[src/rtl/rtcb_pkg.sv]
package rtcb_pkg;
  localparam int REG_W  = 16;
  localparam int ADDR_W = 4;

  localparam logic [ADDR_W-1:0] A_IEN  = 4'd0;
  localparam logic [ADDR_W-1:0] A_CTRL = 4'd1;
  localparam logic [ADDR_W-1:0] A_PRLH = 4'd2;
  localparam logic [ADDR_W-1:0] A_PRLL = 4'd3;
  localparam logic [ADDR_W-1:0] A_DIVH = 4'd4;
  localparam logic [ADDR_W-1:0] A_DIVL = 4'd5;
  localparam logic [ADDR_W-1:0] A_CNTH = 4'd6;
  localparam logic [ADDR_W-1:0] A_CNTL = 4'd7;
  localparam logic [ADDR_W-1:0] A_ALRH = 4'd8;
  localparam logic [ADDR_W-1:0] A_ALRL = 4'd9;

  localparam int B_SECF  = 0;
  localparam int B_ALRF  = 1;
  localparam int B_OVFF  = 2;
  localparam int B_RSF   = 3;
  localparam int B_CFG   = 4;
  localparam int B_IDLE  = 5;

  typedef struct packed {
    logic sec;
    logic alr;
    logic ovf;
  } rtcb_evt_t;
endpackage

[src/rtl/rtcb_core.sv]
module rtcb_core #(
  parameter int PRL_W = 20,
  parameter int CNT_W = 32
) (
  input  logic             clk,
  input  logic             rst_n,
  input  logic             tick,
  input  logic             load,
  input  logic             ld_prl,
  input  logic             ld_cnt,
  input  logic             ld_alr,
  input  logic [PRL_W-1:0] sh_prl,
  input  logic [CNT_W-1:0] sh_cnt,
  input  logic [CNT_W-1:0] sh_alr,
  output logic [PRL_W-1:0] prl_q,
  output logic [PRL_W-1:0] div_q,
  output logic [CNT_W-1:0] cnt_q,
  output logic [CNT_W-1:0] alr_q,
  output rtcb_pkg::rtcb_evt_t evt
);
  localparam logic [CNT_W-1:0] CNT_MAX = {CNT_W{1'b1}};

  logic             step;
  logic [CNT_W-1:0] cnt_nx;

  assign step   = tick && !load && (div_q == '0);
  assign cnt_nx = cnt_q + 1'b1;

  always_comb begin
    evt.sec = step;
    evt.ovf = step && (cnt_q == CNT_MAX);
    evt.alr = step && (cnt_nx == alr_q);
  end

  always_ff @(posedge clk or negedge rst_n) begin
    if (!rst_n) begin
      prl_q <= '0;
      div_q <= '0;
      cnt_q <= '0;
      alr_q <= CNT_MAX;
    end else if (tick) begin
      if (load) begin
        if (ld_prl) prl_q <= sh_prl;
        if (ld_cnt) cnt_q <= sh_cnt;
        if (ld_alr) alr_q <= sh_alr;
        div_q <= ld_prl ? sh_prl : prl_q;
      end else if (div_q == '0) begin
        div_q <= prl_q;
        cnt_q <= cnt_nx;
      end else begin
        div_q <= div_q - 1'b1;
      end
    end
  end
endmodule

[src/rtl/rtcb_regs.sv]
module rtcb_regs #(
  parameter int PRL_W = 20,
  parameter int CNT_W = 32
) (
  input  logic             clk,
  input  logic             rst_n,
  input  logic             tick,
  input  logic             bus_we,
  input  logic [3:0]       bus_addr,
  input  logic [15:0]      bus_wdata,
  output logic [15:0]      bus_rdata,
  input  rtcb_pkg::rtcb_evt_t evt,
  input  logic [PRL_W-1:0] prl_q,
  input  logic [PRL_W-1:0] div_q,
  input  logic [CNT_W-1:0] cnt_q,
  input  logic [CNT_W-1:0] alr_q,
  output logic             pending,
  output logic             ld_prl,
  output logic             ld_cnt,
  output logic             ld_alr,
  output logic [PRL_W-1:0] sh_prl,
  output logic [CNT_W-1:0] sh_cnt,
  output logic [CNT_W-1:0] sh_alr,
  output rtcb_pkg::rtcb_evt_t flags,
  output rtcb_pkg::rtcb_evt_t ien
);
  import rtcb_pkg::*;

  localparam int HI_W = PRL_W - REG_W;
  localparam int CH_W = CNT_W - REG_W;

  logic cfg_q, rsf_q;
  logic wr_ctrl, gate, xfer_start, xfer_done;

  assign wr_ctrl    = bus_we && (bus_addr == A_CTRL);
  assign gate       = bus_we && cfg_q;
  assign xfer_start = wr_ctrl && cfg_q && !bus_wdata[B_CFG];
  assign xfer_done  = tick && pending;

  always_ff @(posedge clk or negedge rst_n) begin
    if (!rst_n) begin
      cfg_q   <= 1'b0;
      rsf_q   <= 1'b0;
      pending <= 1'b0;
      flags   <= '0;
      ien     <= '0;
    end else begin
      if (wr_ctrl) cfg_q <= bus_wdata[B_CFG];
      if (bus_we && bus_addr == A_IEN) begin
        ien.sec <= bus_wdata[0];
        ien.alr <= bus_wdata[1];
        ien.ovf <= bus_wdata[2];
      end
      rsf_q     <= (rsf_q && !(wr_ctrl && !bus_wdata[B_RSF])) || tick;
      flags.sec <= (flags.sec && !(wr_ctrl && !bus_wdata[B_SECF])) || evt.sec;
      flags.alr <= (flags.alr && !(wr_ctrl && !bus_wdata[B_ALRF])) || evt.alr;
      flags.ovf <= (flags.ovf && !(wr_ctrl && !bus_wdata[B_OVFF])) || evt.ovf;
      if (xfer_start)     pending <= 1'b1;
      else if (xfer_done) pending <= 1'b0;
    end
  end

  always_ff @(posedge clk or negedge rst_n) begin
    if (!rst_n) begin
      sh_prl <= '0;
      sh_cnt <= '0;
      sh_alr <= '1;
      ld_prl <= 1'b0;
      ld_cnt <= 1'b0;
      ld_alr <= 1'b0;
    end else begin
      if (xfer_done) begin
        ld_prl <= 1'b0;
        ld_cnt <= 1'b0;
        ld_alr <= 1'b0;
      end
      if (gate) begin
        unique case (bus_addr)
          A_PRLH: begin sh_prl[PRL_W-1:REG_W] <= bus_wdata[HI_W-1:0]; ld_prl <= 1'b1; end
          A_PRLL: begin sh_prl[REG_W-1:0]     <= bus_wdata;           ld_prl <= 1'b1; end
          A_CNTH: begin sh_cnt[CNT_W-1:REG_W] <= bus_wdata[CH_W-1:0]; ld_cnt <= 1'b1; end
          A_CNTL: begin sh_cnt[REG_W-1:0]     <= bus_wdata;           ld_cnt <= 1'b1; end
          A_ALRH: begin sh_alr[CNT_W-1:REG_W] <= bus_wdata[CH_W-1:0]; ld_alr <= 1'b1; end
          A_ALRL: begin sh_alr[REG_W-1:0]     <= bus_wdata;           ld_alr <= 1'b1; end
          default: ;
        endcase
      end
    end
  end

  always_comb begin
    bus_rdata = '0;
    unique case (bus_addr)
      A_IEN:  bus_rdata[2:0] = {ien.ovf, ien.alr, ien.sec};
      A_CTRL: begin
        bus_rdata[B_SECF] = flags.sec;
        bus_rdata[B_ALRF] = flags.alr;
        bus_rdata[B_OVFF] = flags.ovf;
        bus_rdata[B_RSF]  = rsf_q;
        bus_rdata[B_CFG]  = cfg_q;
        bus_rdata[B_IDLE] = !pending;
      end
      A_PRLH: bus_rdata[HI_W-1:0] = prl_q[PRL_W-1:REG_W];
      A_PRLL: bus_rdata           = prl_q[REG_W-1:0];
      A_DIVH: bus_rdata[HI_W-1:0] = div_q[PRL_W-1:REG_W];
      A_DIVL: bus_rdata           = div_q[REG_W-1:0];
      A_CNTH: bus_rdata[CH_W-1:0] = cnt_q[CNT_W-1:REG_W];
      A_CNTL: bus_rdata           = cnt_q[REG_W-1:0];
      A_ALRH: bus_rdata[CH_W-1:0] = alr_q[CNT_W-1:REG_W];
      A_ALRL: bus_rdata           = alr_q[REG_W-1:0];
      default: bus_rdata = '0;
    endcase
  end
endmodule

[src/rtl/rtcb_top.sv]
module rtcb_top #(
  parameter int PRL_W = 20,
  parameter int CNT_W = 32
) (
  input  logic        clk,
  input  logic        rst_n,
  input  logic        tick_en,
  input  logic        bus_we,
  input  logic [3:0]  bus_addr,
  input  logic [15:0] bus_wdata,
  output logic [15:0] bus_rdata,
  output logic        irq_sec,
  output logic        irq_alr,
  output logic        irq_ovf
);
  logic             xfer_pend, ld_prl, ld_cnt, ld_alr;
  logic [PRL_W-1:0] sh_prl, core_prl, core_div;
  logic [CNT_W-1:0] sh_cnt, sh_alr, core_cnt, core_alr;
  rtcb_pkg::rtcb_evt_t evt, flags, ien;

  rtcb_core #(.PRL_W(PRL_W), .CNT_W(CNT_W)) u_core (
    .clk(clk), .rst_n(rst_n), .tick(tick_en), .load(xfer_pend),
    .ld_prl(ld_prl), .ld_cnt(ld_cnt), .ld_alr(ld_alr),
    .sh_prl(sh_prl), .sh_cnt(sh_cnt), .sh_alr(sh_alr),
    .prl_q(core_prl), .div_q(core_div), .cnt_q(core_cnt), .alr_q(core_alr),
    .evt(evt)
  );

  rtcb_regs #(.PRL_W(PRL_W), .CNT_W(CNT_W)) u_regs (
    .clk(clk), .rst_n(rst_n), .tick(tick_en),
    .bus_we(bus_we), .bus_addr(bus_addr), .bus_wdata(bus_wdata), .bus_rdata(bus_rdata),
    .evt(evt), .prl_q(core_prl), .div_q(core_div), .cnt_q(core_cnt), .alr_q(core_alr),
    .pending(xfer_pend), .ld_prl(ld_prl), .ld_cnt(ld_cnt), .ld_alr(ld_alr),
    .sh_prl(sh_prl), .sh_cnt(sh_cnt), .sh_alr(sh_alr),
    .flags(flags), .ien(ien)
  );

  assign irq_sec = flags.sec && ien.sec;
  assign irq_alr = flags.alr && ien.alr;
  assign irq_ovf = flags.ovf && ien.ovf;
endmodule

[config.mk]
export PLATFORM = sky130hd
export DESIGN_NAME = rtcb_top
export DESIGN_NICKNAME = d
export VERILOG_FILES = /design/src/rtl/rtcb_pkg.sv /design/src/rtl/rtcb_core.sv /design/src/rtl/rtcb_regs.sv /design/src/rtl/rtcb_top.sv
export SDC_FILE = /design/constraint.sdc
export NUM_CORES = 1
export LEC_CHECK = 0
export BUFFER_PORTS_ARGS = -buffer_cell sky130_fd_sc_hd__buf_4
export CORE_MARGIN = 1
export CORE_UTILIZATION = 35
export CTS_CLUSTER_SIZE = 28
export DETAILED_ROUTE_END_ITERATION = 10
export HOLD_SLACK_MARGIN = 0.05
export SYNTH_ARGS = -nofsm -noshare
export SYNTH_HDL_FRONTEND = slang
export SYNTH_HIERARCHICAL = 1
export SYNTH_SLANG_ARGS = --single-unit
[constraint.sdc]
create_clock -name clk -period 3.2 [get_ports clk]
set_input_delay 0.64 -clock clk [delete_from_list [all_inputs] [get_ports clk]]
set_output_delay 0.64 -clock clk [all_outputs]
set_load 0.05 [all_outputs]
==> results <==
- The clock drives 200 sinks.
- Synthesis instantiated 70 different standard cells from the library.
- In this run the tightest slew margin relative to its limit is 50.4%.
- The design draws 0.00666 W.
- The number of violations of the max-capacitance limit is 0.
- The total count of max-transition violations in the final report is 0.
- The arrival time of the worst setup path is 3.42 ns.
- The largest area contributor in the synthesized netlist is dfrtp_1.
- The source of the critical timing path is u_core/div_q[2]$_DFFE_PN0P_.
- The die boundary width is 180 um.
- By count the netlist is led by dfrtp_1 (136), mux2_2 (123), dfstp_2 (64), nand2_1 (51).
- The clock share of power is 34.5%.
- The largest fanout of any net on the critical path is 6.
- The number of cell rows is 64.
- The run finished with clean final reports.
- The final non-filler cell total is 1,467.
- Data on the critical path is required at its endpoint by approximately 3.6 ns.
- The post-route setup TNS is 0 ns.
- Summed over all layers, the global routing overflow is 0.
- The footprint of the multi-input gates is 0.00562 sq mm.
- The share of the clock period used by the worst path is 94.8%.
- Entering global routing, the biggest net connects 83 pins.
- In this run the power density over the cells is 531 mW/mm^2.
- The core area is 0.0309 sq mm.
- The level count of the clock H-tree is 4.
- The sequential area share after synthesis is 45.8%.
- Yosys instantiated no cell more often than dfrtp_1.
- The number of remaining DRC errors is 0.
- The later pin in the worst-skew pair is clocked with a latency of 0.45 ns.
- Hold is met by 0.216 ns.
- The overall routing resource usage is 21.3%.
- The net count of the mapped netlist is between 1,000 and 1,500.
- After synthesis, the share of flip-flops with an asynchronous set or reset is 100%.
- STA classifies the critical path endpoint as a flip-flop.
- The first global-routing pass estimated between 50 and 60 mm of wire.
- Once the clock tree was built, the resizer swapped 0 gates to a different size.
- The number of endpoints with negative hold slack in the final report is 0.
- The worst register-to-register path ends at u_regs/flags[1]$_DFF_PN0_.
- Using the TritonRoute via totals, the vias-per-cell ratio works out to slightly below 6.
- Net switching is 30.7% of the power.
- Once detailed placement completed, the half-perimeter wirelength came to 24.7 mm.
- The antenna violation net count after detailed routing is 0.
- The fraction of power consumed by combinational cells is 16.7%.
- The via count of the first global-routing pass is 8,477.
- The number of enable-type register cells in the synthesized netlist is 0.
- The sequential standard cell area is just over 0.005 sq mm.
- In this run, placement finished with an instance count of 1,435.
- The critical path ends at u_regs/flags[1]$_DFF_PN0_.
- The minimum clock period after layout is 3.03 ns.
- The TritonCTS clock tree is done.
- The count of inserted antenna diode cells is 0.
- The congestion estimate from routability-driven global placement came to 0.923.
- The static power due to leakage is ~5.4 nW.
- The layout filler cell count is 2,970.
- The most used flip-flop cell after synthesis is dfrtp_1.
- STA classifies the critical path startpoint as a flip-flop.
- The number of hold buffers added after CTS is 0.
- The maximum root-to-sink buffer count is 2.
- The total of warnings raised by yosys is 6.
- Summed over its instances, the top area cell type makes up a little under a third of the synthesized netlist area.
- The height of the chip is 180 um.
- The routed design has around 34 mm of wire.
- For this configuration, the core starts out at a cell density of 35.9%.
- In this run the cell area of the synthesized design comes to 0.0111 sq mm.
- After synthesis the netlist holds a flip-flop and latch count of 200.
- The cell-internal power is 0.00461 W.
- For this design the total switching power over the nets is roughly 0.0020 W.
- The highest achievable clock rate is 330 MHz.
- The final net count is between 1,000 and 1,500.
- The largest clock skew in the final design is 0.0153 ns.
- The setup check on the worst reg-to-reg path leaves a slack of 0.17 ns.
- In this run the count of I/O pins placed on the die edge is 43.
- The routed layout has 8,569 vias.
- In this run, the number of DRC markers left after iteration 0 of detailed routing was 812.
- Before antenna repair, the detailed router went through 5 iterations.
- The number of setup violations in the final report is 0.
- The post-CTS setup buffer count is 0.
- After clock tree synthesis, the clock-pin slew on the worst setup and hold paths is 0.08 ns.
- The path type of the worst min-delay path is input pin to async pin.
- The launch point of the worst reg-to-reg path is u_core/div_q[2]$_DFFE_PN0P_.
- The port buffer count is between 40 and 50.
- The fraction of final layout cells sized beyond drive strength 1 is about a third.
- The signed area change from the synthesized netlist to the final layout is 12.8%.
- The floorplan die area is 0.0325 sq mm.
- Per report_power, the sequential group accounts for around half of the total.
- Setup repair after global routing left no endpoint under its margin.
- In the post-synthesis netlist, the biggest area contributors are dfrtp_1 (31%), dfstp_2 (15%), mux2_2 (12%).
- The worst-case vdd ir drop is 341 uV.
- The synthesized netlist cell count is 1,030.
- The initial antenna violation count is 1.
- TritonCTS created 17 clock buffers.
- After synthesis, the mean cell area works out to 10.8 sq um.
- The category of the most critical setup path is flip-flop to flip-flop.
- The number of cells on the worst reg-to-reg path is 8.
- The clock tree root driver cell is clkbuf_16.
- At the pin with the least slew margin, the transition time is approximately 0.74 ns.
- The routed wire length per instance is 23.4 um.
## cell type report
| type | instances | area share [%] |
|---|---|---|
| multi-input cells | 740 | 44.9 |
| flip-flops and latches | 200 | 40.6 |
| repair buffers | 81 | 5.10 |
| well taps | 396 | 3.95 |
| clock buffers | 17 | 3.39 |
| clock inverters | 15 | 1.57 |
| inverters | 18 | 0.539 |
## worst max-delay path: stages (launching register included)
cell	delay, ns
dfrtp_1	0.44
or4_1	0.67
nor4_1	0.32
nand3_1	0.24
buf_4	0.25
nor4_2	0.38
nand4_1	0.16
nor4_1	0.36
nand2b_1	0.15
## state kept, by name (all words and copies together) (netlist names), 3 cells and up
signal / flops
u_core/alr_q: 32
u_core/cnt_q: 32
u_regs/sh_alr: 32
u_regs/sh_cnt: 32
u_core/div_q: 20
u_core/prl_q: 20
u_regs/sh_prl: 20
u_regs/flags: 3
u_regs/ien: 3
## layer usage
metal	global-route usage [%]	wire length, um	vias up
li1	-	-	3886
met1	29.6	15400	4331
met2	34.5	16300	320
met3	2.89	2050	32
met4	6.19	550	0
met5	0	0	-
## power groups by stage
stage,sequential (W),clock [W],combinational (W)
6_report,0.00325,0.00230,0.00111
5_1_grt,0.00330,0.00243,0.00121
4_1_cts,0.00325,0.00235,0.00111
3_5_place_dp,0.00329,0,0.00110
3_3_place_gp,0.00328,0,0.00109
2_1_floorplan,0.00316,0,0.000821
## layout by cell type, fill, tap and decap left out, types with 10 or more instances in the layout
master     count
nand2_1       51
nand2b_1      11
nor3_1        29
nor2_1        45
xor2_1        19
a31oi_1       11
xnor2_1       45
dfrtp_1      135
clkbuf_16     17
mux2_2       123
mux2i_1       24
a21oi_1       50
inv_1         17
dfstp_2       64
and3_1        16
o21ai_0       50
mux2_4        20
nor4_1        13
nand3_1       33
o221ai_1      10
o22ai_1       18
nand4_1       18
nor2b_1       11
buf_4         78
a22oi_1       30
## metrics by stage
| step | worst slack (ns) | util, % | instance area, sq um |
|---|---|---|---|
| 3_5_place_dp | 0.0724 | 38.5 | 11900 |
| 5_1_grt | 0.0289 | 40.5 | 12500 |
| 2_1_floorplan | 0.406 | - | 11100 |
| 4_1_cts | 0.0640 | 40.5 | 12500 |
| 3_3_place_gp | 0.0852 | 38.5 | 11900 |
| 6_report | 0.166 | 40.5 | 12500 |
## cell families after synthesis
group / Yosys count / synth area share [%]
flip-flops: 200 / 45.8
adder cells (fa/ha/maj): 3 / 0.338
multiplexers: 178 / 18.7
buffers and inverters: 90 / 3.74
AND/OR/NAND/NOR: 276 / 13.5
AO/OA/AOI/OAI: 219 / 12.9
XOR/XNOR: 64 / 5.05
## how the worst min path moves through the flow
stage,startpoint,slack [ns],cells past startpoint,endpoint
5_1_grt,rst_n,0.27,1,u_regs/sh_prl[16]$_DFFE_PN0P_
4_1_cts,rst_n,0.25,1,u_regs/sh_prl[16]$_DFFE_PN0P_
2_1_floorplan,rst_n,0.34,0,u_core/cnt_q[0]$_DFFE_PN0P_
3_5_place_dp,u_regs/sh_cnt[2]$_DFFE_PN0P_,0.48,2,u_core/cnt_q[2]$_DFFE_PN0P_
3_3_place_gp,u_regs/sh_cnt[2]$_DFFE_PN0P_,0.47,2,u_core/cnt_q[2]$_DFFE_PN0P_
6_report,rst_n,0.22,1,u_regs/sh_prl[16]$_DFFE_PN0P_
No activity file was read; power rests on OpenSTA's default activity.
